### src/rtl/bic_pkg.sv
`timescale 1ns/1ps
package bic_pkg;
   localparam int LINES  = 32;
   localparam int DATA_W = 32;
   localparam int ADDR_W = 12;
   localparam int PRIO_W = 6;
   localparam int LINE_W = $clog2(LINES);

   // Word indices inside the global window (0x000..0x07F)
   localparam logic [4:0] W_REV     = 5'h00;
   localparam logic [4:0] W_SYSCFG  = 5'h04;
   localparam logic [4:0] W_SYSSTAT = 5'h05;
   localparam logic [4:0] W_SIRI    = 5'h10;
   localparam logic [4:0] W_SIRF    = 5'h11;
   localparam logic [4:0] W_CTRL    = 5'h12;
   localparam logic [4:0] W_PROT    = 5'h13;
   localparam logic [4:0] W_IDLE    = 5'h14;

   typedef enum logic [2:0] {
      MB_RAW  = 3'd0,
      MB_MASK = 3'd1,
      MB_MCLR = 3'd2,
      MB_MSET = 3'd3,
      MB_SSET = 3'd4,
      MB_SCLR = 3'd5,
      MB_PIRQ = 3'd6,
      MB_PFIQ = 3'd7
   } member_e;

   typedef enum logic [1:0] {
      RG_NONE,
      RG_GLOBAL,
      RG_BANK,
      RG_LINE
   } region_e;

   typedef struct packed {
      region_e              region;
      logic [1:0]           bank;
      member_e              member;
      logic [LINE_W-1:0]    line;
      logic [4:0]           word;
   } dec_t;
endpackage

### src/rtl/bic_decode.sv
`timescale 1ns/1ps
module bic_decode
   import bic_pkg::*;
#(
   parameter int NUM_BANKS = 3
) (
   input  logic [ADDR_W-1:0] addr_i,
   output dec_t              dec_o
);
   logic [2:0] line_bank_raw;
   logic [1:0] unused_low;

   assign unused_low    = addr_i[1:0];
   assign line_bank_raw = addr_i[9:7] - 3'd2;

   always_comb begin
      dec_o        = '0;
      dec_o.region = RG_NONE;
      dec_o.word   = addr_i[6:2];
      dec_o.line   = addr_i[6:2];
      dec_o.member = member_e'(addr_i[4:2]);
      if (addr_i[11:7] == 5'b00000) begin
         dec_o.region = RG_GLOBAL;
      end else if (addr_i[11:7] == 5'b00001) begin
         dec_o.bank = addr_i[6:5];
         if (int'(addr_i[6:5]) < NUM_BANKS) dec_o.region = RG_BANK;
      end else if (addr_i[11:8] == 4'h1 || addr_i[11:8] == 4'h2) begin
         dec_o.bank = line_bank_raw[1:0];
         if (int'(line_bank_raw[1:0]) < NUM_BANKS) dec_o.region = RG_LINE;
      end
   end
endmodule

### src/rtl/bic_bank.sv
`timescale 1ns/1ps
module bic_bank
   import bic_pkg::*;
(
   input  logic                    clk,
   input  logic                    rst_n,
   input  logic                    clr_i,
   input  logic [LINES-1:0]        irq_lvl_i,
   input  logic                    reg_wr_i,
   input  member_e                 member_i,
   input  logic                    line_wr_i,
   input  logic [LINE_W-1:0]       line_i,
   input  logic [DATA_W-1:0]       wdata_i,
   output logic [LINES-1:0]        raw_o,
   output logic [LINES-1:0]        mask_o,
   output logic [LINES-1:0]        sw_o,
   output logic [LINES-1:0]        pend_irq_o,
   output logic [LINES-1:0]        pend_fiq_o,
   output logic [LINES-1:0]        route_o,
   output logic [LINES*PRIO_W-1:0] prio_o
);
   logic [LINES-1:0]  raw_q, mask_q, sw_q, pend_q, route_q;
   logic [LINES-1:0]  mask_n, sw_n, pend_n, rise, fall, pend_edge;
   logic [PRIO_W-1:0] prio_q [LINES];

   always_ff @(posedge clk or negedge rst_n) begin
      if (!rst_n) raw_q <= '0;
      else        raw_q <= irq_lvl_i;
   end

   always_comb begin
      rise      = irq_lvl_i & ~raw_q;
      fall      = ~irq_lvl_i & raw_q;
      pend_edge = (pend_q & ~fall) | (fall & sw_q) | rise;
      mask_n    = mask_q;
      sw_n      = sw_q;
      pend_n    = pend_edge;
      if (reg_wr_i) begin
         case (member_i)
            MB_MASK: mask_n = wdata_i[LINES-1:0];
            MB_MCLR: mask_n = mask_q & ~wdata_i[LINES-1:0];
            MB_MSET: mask_n = mask_q | wdata_i[LINES-1:0];
            MB_SSET: begin
               sw_n   = sw_q | wdata_i[LINES-1:0];
               pend_n = pend_edge | wdata_i[LINES-1:0];
            end
            MB_SCLR: begin
               sw_n   = sw_q & ~wdata_i[LINES-1:0];
               pend_n = sw_n & irq_lvl_i;
            end
            default: ;
         endcase
      end
   end

   always_ff @(posedge clk or negedge rst_n) begin
      if (!rst_n) begin
         mask_q  <= '1;
         sw_q    <= '0;
         pend_q  <= '0;
         route_q <= '0;
         for (int i = 0; i < LINES; i++) prio_q[i] <= '0;
      end else if (clr_i) begin
         mask_q  <= '1;
         sw_q    <= '0;
         pend_q  <= '0;
         route_q <= '0;
         for (int i = 0; i < LINES; i++) prio_q[i] <= '0;
      end else begin
         mask_q <= mask_n;
         sw_q   <= sw_n;
         pend_q <= pend_n;
         if (line_wr_i) begin
            prio_q[line_i]  <= wdata_i[2 +: PRIO_W];
            route_q[line_i] <= wdata_i[0];
         end
      end
   end

   for (genvar g = 0; g < LINES; g++) begin : g_prio
      assign prio_o[g*PRIO_W +: PRIO_W] = prio_q[g];
   end

   assign raw_o      = raw_q;
   assign mask_o     = mask_q;
   assign sw_o       = sw_q;
   assign route_o    = route_q;
   assign pend_irq_o = pend_q & ~mask_q & ~route_q;
   assign pend_fiq_o = pend_q & ~mask_q & route_q;
endmodule

### src/rtl/bic_regif.sv
`timescale 1ns/1ps
module bic_regif
   import bic_pkg::*;
#(
   parameter int         NUM_BANKS = 3,
   parameter logic [7:0] REVISION  = 8'h21
) (
   input  logic                                  clk,
   input  logic                                  rst_n,
   input  logic                                  req_valid_i,
   output logic                                  req_ready_o,
   input  logic                                  req_write_i,
   input  logic [11:0]                           req_addr_i,
   input  logic [31:0]                           req_wdata_i,
   output logic                                  rsp_valid_o,
   output logic [31:0]                           rsp_rdata_o,
   input  logic [NUM_BANKS*32-1:0]               irq_lvl_i,
   input  logic [$clog2(NUM_BANKS*32)-1:0]       sir_irq_i,
   input  logic [$clog2(NUM_BANKS*32)-1:0]       sir_fiq_i,
   output logic [NUM_BANKS*32-1:0]               pend_irq_o,
   output logic [NUM_BANKS*32-1:0]               pend_fiq_o,
   output logic [NUM_BANKS*32*6-1:0]             prio_o,
   output logic                                  soft_reset_o,
   output logic                                  ack_irq_o,
   output logic                                  ack_fiq_o,
   output logic                                  global_mask_o
);
   localparam int BANK_PRIO_W = LINES * PRIO_W;

   if (NUM_BANKS < 1 || NUM_BANKS > 4) begin : g_bad_banks
      $error("bic_regif: NUM_BANKS must lie in 1..4");
   end
   if (LINES != DATA_W || PRIO_W > 6) begin : g_bad_geom
      $error("bic_regif: line count must equal the data width");
   end

   dec_t        dec;
   logic        wr, rd, srst;
   logic        autoidle_q, gmask_q, ack_irq_q, ack_fiq_q, srst_q, rsp_valid_q;
   logic [1:0]  idle_q;
   logic [31:0] rdata_c, rsp_rdata_q;

   logic [LINES-1:0]       raw_a   [NUM_BANKS];
   logic [LINES-1:0]       mask_a  [NUM_BANKS];
   logic [LINES-1:0]       sw_a    [NUM_BANKS];
   logic [LINES-1:0]       pirq_a  [NUM_BANKS];
   logic [LINES-1:0]       pfiq_a  [NUM_BANKS];
   logic [LINES-1:0]       route_a [NUM_BANKS];
   logic [BANK_PRIO_W-1:0] prio_a  [NUM_BANKS];

   bic_decode #(.NUM_BANKS(NUM_BANKS)) u_dec (
      .addr_i (req_addr_i),
      .dec_o  (dec)
   );

   assign req_ready_o = 1'b1;
   assign wr   = req_valid_i & req_write_i;
   assign rd   = req_valid_i & ~req_write_i;
   assign srst = wr && dec.region == RG_GLOBAL && dec.word == W_SYSCFG && req_wdata_i[1];

   for (genvar b = 0; b < NUM_BANKS; b++) begin : g_bank
      logic bank_wr, line_wr;
      assign bank_wr = wr && dec.region == RG_BANK && dec.bank == 2'(b);
      assign line_wr = wr && dec.region == RG_LINE && dec.bank == 2'(b);

      bic_bank u_bank (
         .clk        (clk),
         .rst_n      (rst_n),
         .clr_i      (srst),
         .irq_lvl_i  (irq_lvl_i[b*LINES +: LINES]),
         .reg_wr_i   (bank_wr),
         .member_i   (dec.member),
         .line_wr_i  (line_wr),
         .line_i     (dec.line),
         .wdata_i    (req_wdata_i),
         .raw_o      (raw_a[b]),
         .mask_o     (mask_a[b]),
         .sw_o       (sw_a[b]),
         .pend_irq_o (pirq_a[b]),
         .pend_fiq_o (pfiq_a[b]),
         .route_o    (route_a[b]),
         .prio_o     (prio_a[b])
      );

      assign pend_irq_o[b*LINES +: LINES]             = pirq_a[b];
      assign pend_fiq_o[b*LINES +: LINES]             = pfiq_a[b];
      assign prio_o[b*BANK_PRIO_W +: BANK_PRIO_W]     = prio_a[b];
   end

   always_comb begin
      rdata_c = '0;
      case (dec.region)
         RG_GLOBAL: begin
            case (dec.word)
               W_REV:     rdata_c = 32'(REVISION);
               W_SYSCFG:  rdata_c = 32'(autoidle_q);
               W_SYSSTAT: rdata_c = 32'd1;
               W_SIRI:    rdata_c = 32'(sir_irq_i);
               W_SIRF:    rdata_c = 32'(sir_fiq_i);
               W_CTRL:    rdata_c = {29'd0, gmask_q, 2'b00};
               W_IDLE:    rdata_c = 32'(idle_q);
               default:   rdata_c = '0;
            endcase
         end
         RG_BANK: begin
            for (int b = 0; b < NUM_BANKS; b++) begin
               if (dec.bank == 2'(b)) begin
                  case (dec.member)
                     MB_RAW:  rdata_c = raw_a[b];
                     MB_MASK: rdata_c = mask_a[b];
                     MB_SSET: rdata_c = sw_a[b];
                     MB_PIRQ: rdata_c = pirq_a[b];
                     MB_PFIQ: rdata_c = pfiq_a[b];
                     default: rdata_c = '0;
                  endcase
               end
            end
         end
         RG_LINE: begin
            for (int b = 0; b < NUM_BANKS; b++) begin
               if (dec.bank == 2'(b)) begin
                  rdata_c = {24'd0, prio_a[b][dec.line*PRIO_W +: PRIO_W], 1'b0,
                             route_a[b][dec.line]};
               end
            end
         end
         default: rdata_c = '0;
      endcase
   end

   always_ff @(posedge clk or negedge rst_n) begin
      if (!rst_n) begin
         autoidle_q  <= 1'b0;
         gmask_q     <= 1'b0;
         idle_q      <= '0;
         ack_irq_q   <= 1'b0;
         ack_fiq_q   <= 1'b0;
         srst_q      <= 1'b0;
         rsp_valid_q <= 1'b0;
         rsp_rdata_q <= '0;
      end else begin
         ack_irq_q   <= 1'b0;
         ack_fiq_q   <= 1'b0;
         srst_q      <= srst;
         rsp_valid_q <= rd;
         if (rd) rsp_rdata_q <= rdata_c;
         if (srst) begin
            autoidle_q <= 1'b0;
            gmask_q    <= 1'b0;
            idle_q     <= '0;
         end else if (wr && dec.region == RG_GLOBAL) begin
            case (dec.word)
               W_SYSCFG: autoidle_q <= req_wdata_i[0];
               W_CTRL: begin
                  gmask_q   <= req_wdata_i[2];
                  ack_fiq_q <= req_wdata_i[1];
                  ack_irq_q <= req_wdata_i[0];
               end
               W_IDLE:  idle_q <= req_wdata_i[1:0];
               default: ;
            endcase
         end
      end
   end

   assign rsp_valid_o   = rsp_valid_q;
   assign rsp_rdata_o   = rsp_rdata_q;
   assign soft_reset_o  = srst_q;
   assign ack_irq_o     = ack_irq_q;
   assign ack_fiq_o     = ack_fiq_q;
   assign global_mask_o = gmask_q;
endmodule

### config.mk
export PLATFORM = sky130hd
export DESIGN_NAME = bic_regif
export DESIGN_NICKNAME = d
export VERILOG_FILES = /design/src/rtl/bic_pkg.sv /design/src/rtl/bic_decode.sv /design/src/rtl/bic_bank.sv /design/src/rtl/bic_regif.sv
export SDC_FILE = /design/constraint.sdc
export NUM_CORES = 2
export LEC_CHECK = 0
export BUFFER_PORTS_ARGS = -buffer_cell sky130_fd_sc_hd__buf_2
export CELL_PAD_IN_SITES_DETAIL_PLACEMENT = 1
export CELL_PAD_IN_SITES_GLOBAL_PLACEMENT = 2
export CORE_MARGIN = 3
export CORE_UTILIZATION = 32
export CTS_CLUSTER_DIAMETER = 50
export CTS_CLUSTER_SIZE = 10
export DETAILED_ROUTE_END_ITERATION = 12
export PLACE_DENSITY_LB_ADDON = 0.1
export SLEW_MARGIN = 20
export SYNTH_ARGS = -nofsm -noshare
export SYNTH_HDL_FRONTEND = slang
export SYNTH_SLANG_ARGS = --single-unit
### constraint.sdc
create_clock -name clk -period 1.95 [get_ports clk]
set_input_delay 0.0975 -clock clk [delete_from_list [all_inputs] [get_ports clk]]
set_output_delay 0.0975 -clock clk [all_outputs]
set_load 0.005 [all_outputs]
==> results.txt <==
- Adding up every negative setup slack in the final design gives -2260 ps.
* Max-cap check violation count: 0
- Failing checks: setup timing
- CP Cell Sequence: mux4_2 > mux4_2 > and3_4 > a2111oi_4 > a211o_1 > o211ai_1
- In the final layout, the share of cells above drive strength 1 is 0.416.
* First-pass GRT wire length: 543 mm
- Synthesis inferred 1096 register bits.
- In this run the clock root is driven by a clkbuf_16.
- After synthesis, the share of flip-flops with an asynchronous set or reset is 1.00.
- Number of pins exceeding their max-slew limit in the final report: 0
* Relative area change from synthesis to final layout: 53.5%
- Commonest cells in the synthesized netlist: dfrtp_1 (1000), o21ai_0 (881), nand2_1 (849)
- Cell area after synthesis: 0.0594 mm2
- The path class of the tightest hold or removal check is input pin to flip-flop.
- Across the VDD grid, the largest voltage drop is 0.516 mV.
- R2R depth: 6
* Ys Warns: 0
* Total wirelength of the detailed-routed design: 388 mm
- For flop-to-flop paths, the worst setup slack is -520 ps.
- Switching power: 0.0174 W
* IO Count: 964
- The floorplan step defined a die boundary enclosing 0.191 mm2.
- Final setup violation count: 19
- Combinational fraction of design power: 0.129
* Post-synth EDFFs: 0
- TritonCTS clock tree: yes
- The detail route stage leaves a number of antenna-violating nets equal to 0.
* Clock network fraction of total power: 0.500
* Via density per instance: 6.00
- End of the critical path: rsp_rdata_o[4]
- Clock slew seen by the registers of the worst setup and hold paths: 60 ps
* Fraction of power spent switching nets: 0.270
- At the pin with the least slew margin, the transition time is 758 ps.
* Critical Path End Type: flip-flop
- Final nets: 8839
- Dominant register cell in the synthesized netlist: dfrtp_1
* Final Hold Slack: around 53 ps
* Min setup slack post-route: -524 ps
- Setup repair after global routing could not meet its margin everywhere.
- The biggest area contributor in the post-synthesis netlist is dfrtp_1.
- The worst register-to-register path ends at rsp_rdata_o[4].
- In the final routed layout, each cell accounts on average for 34.4 um.
* Crit-path max cell delay: 570 ps
- The congestion estimate from routability-driven global placement came to 0.961.
- By area the synthesized netlist is led by dfrtp_1 (42%), o21ai_0 (7.4%), mux4_2 (6.7%).
* Number of antenna violations at the first check in global routing: 37
- Clock buffer count from CTS: 168
* Final Hold Fails: 0
- Reg power frac: 0.371
- Critical Path Fanout Max: 2
* Share of the clock period used by the worst path: 1.27
- Timing would allow up to 0.404 GHz.
* Longest Clk Path Bufs: 3
- The first detailed-routing pass ran for 5 iterations.
* Die Span Y: 437 um
- Total DRC errors in the routed layout: 0
* Routed via count: 67700
- Synthesis produced 6191 cells.
- The H-tree generated during clock tree synthesis spans 4 levels.
- In the global route stage, overall resource usage came out at 0.394.
- For this configuration, the core starts out at a cell density of 0.323.
- Total congestion overflow after global routing: 0
* Cell repeated most along the worst path: mux4_2
- Core area: 0.184 mm2
- Proportion of netlist area held by the largest area contributor: 0.421
* Result of the run: finished with violations
* Data required, critical path: 2640 ps
- Measured along the x axis, the die boundary spans 437 um.
* CP Data Arrival Time: between 3000 and 4000 ps
* Worst clock skew: 37.3 ps
- At the later pin of the worst-skew pair, clock insertion delay measures 840 ps.
- Dividing total power by cell area gives a power density of 707 mW/mm2.
* Number of distinct library cells after synthesis: 94
- Pin count of the biggest net entering global routing: 92
* Tmin final: 2470 ps
* Sum of internal, switching and leakage power: 0.0645 W
* Slowest library cell on the worst path: mux4_2
- Path type of the worst setup path: flip-flop to flip-flop
* Proportion of synthesized chip area in sequential cells: 0.464
- HPWL after detailed placement: 290 mm
* Number of global-route vias before repair: 69900
- The internal power of the cells totals around 0.047 W.
- For this design the static power due to leakage is between 40 and 50 nW.
* Violation count after the first detailed-routing iteration: about 7000
* Type of origin of the critical path: flip-flop
- Most instantiated library cell after synthesis: dfrtp_1
* Synthesized area per cell: roughly 9.6 um2
* Startpoint of the worst register-to-register path: g_bank[1].u_bank.prio_o[20]
* Number of sinks handled by clock tree synthesis: 1096
* Crit path from: g_bank[1].u_bank.prio_o[20]
* Synthesized netlist net count: 6349
- Placement row count: 157
- Measured against its own limit, the worst slew margin works out to 0.493.
* I/O Buffers: 960
* Utilization of the core after routing: 0.496
-- critical path: cells and delay by family, from the launching register on --
kind             cells  cell delay, ps
AO/OA/AOI/OAI        3             630
flip-flops           1             380
AND/OR/NAND/NOR      1             190
multiplexers         2            1130
-- flip-flops by register name, summed over array words and instances (netlist names), 2 cells and up --
| register | cells |
|---|---|
| rsp_rdata_o | 32 |
| g_bank.u_bank.route_o | 96 |
| g_bank.u_bank.pend_q | 96 |
| g_bank.u_bank.mask_o | 96 |
| g_bank.u_bank.sw_o | 96 |
| g_bank.u_bank.prio_o | 576 |
| g_bank.u_bank.raw_o | 96 |
| idle_q | 2 |
-- logic make-up (layout without fill, tap and decap cells) --
family,after synthesis,after routing,share of synthesized area
buffers and inverters,599,3215,0.0453
DFF,1096,1096,0.464
AOI/OAI and AO/OA,2363,2363,0.237
muxes,342,342,0.0967
other,1,29,0.0000631
and+or+nand+nor,1699,1699,0.144
xor gates and xnor gates,91,91,0.0134
-- layout by cell type (no fill, tap or decap), types with 68 or more instances in the layout --
cell type | Yosys | final
xor2_1 | 90 | 90
dfrtp_1 | 1000 | 971
dlygate4sd3_1 | 0 | 211
mux2i_1 | 99 | 93
buf_4 | 37 | 1397
a22oi_1 | 103 | 97
buf_12 | 2 | 264
nand2b_1 | 99 | 91
nor2_1 | 240 | 224
a21oi_1 | 706 | 703
o21ai_1 | 40 | 93
a31oi_1 | 75 | 73
a22o_1 | 131 | 131
clkbuf_16 | 0 | 175
nand3_1 | 72 | 68
mux4_2 | 178 | 178
a221oi_1 | 86 | 83
nand2_1 | 849 | 826
o21ai_0 | 881 | 826
buf_2 | 113 | 910
dfstp_2 | 96 | 96
buf_6 | 17 | 111
-- worst min path at each step --
stage | from | end | cells past startpoint
CTS | irq_lvl_i[76] | g_bank[2].u_bank.raw_o[12] | 2
global placement | rst_n | g_bank[1].u_bank.pend_q[19] | 1
finish | irq_lvl_i[13] | g_bank[0].u_bank.raw_o[13] | 2
global route | req_addr_i[11] | rsp_rdata_o[5] | 6
floorplan | rst_n | ack_fiq_o | 0
detailed placement | rst_n | rsp_rdata_o[19] | 1
-- power by group through the flow --
| stage | clock (W) | sequential [W] | combinational (W) |
|---|---|---|---|
| global route | 0.0335 | 0.0240 | 0.00870 |
| finish | 0.0323 | 0.0239 | 0.00833 |
| floorplan | 0 | 0.0240 | 0.00290 |
| CTS | 0.0325 | 0.0239 | 0.00807 |
| global placement | 0 | 0.0242 | 0.00714 |
| detailed placement | 0 | 0.0242 | 0.00728 |
-- final cells by class --
class                   instances  area [um2]
fillers                     20500       92600
multi-input cells            4496       30800
flip-flops and latches       1096       27600
repair buffers               2900       23800
clock buffers                 224        4790
well taps                    2464        3080
clock inverters                72        1000
inverters                      19        87.6
diodes                         28        70.1
-- what timing repair did --
action / in CTS / in global routing
gates resized for setup: 302 / 103
hold endpoints to repair: 1838 / 0
pin swaps: 76 / 47
setup buffers: 65 / 20
setup endpoints to repair: 140 / 221
hold buffers: 212 / 0
gates cloned: 0 / 1
-- per-stage QoR --
step	setup slack [ps]	cells	cell area, um2
finish	-524	11300	91200
floorplan	-155	6191	59900
CTS	-503	11300	90600
global placement	-1090	10700	81000
global route	-571	11300	91200
detailed placement	-1020	10700	81000
-- per-layer routing --
layer	routed length, um	share of wire	global-route usage	up-vias
met5	46	0.00012	0	-
met2	176000	0.45	0.615	3516
met3	29300	0.076	0.0731	1025
li1	-	-	-	27900
met4	29500	0.076	0.255	6
met1	154000	0.40	0.502	35300
Power figures use the tool's default switching activity.
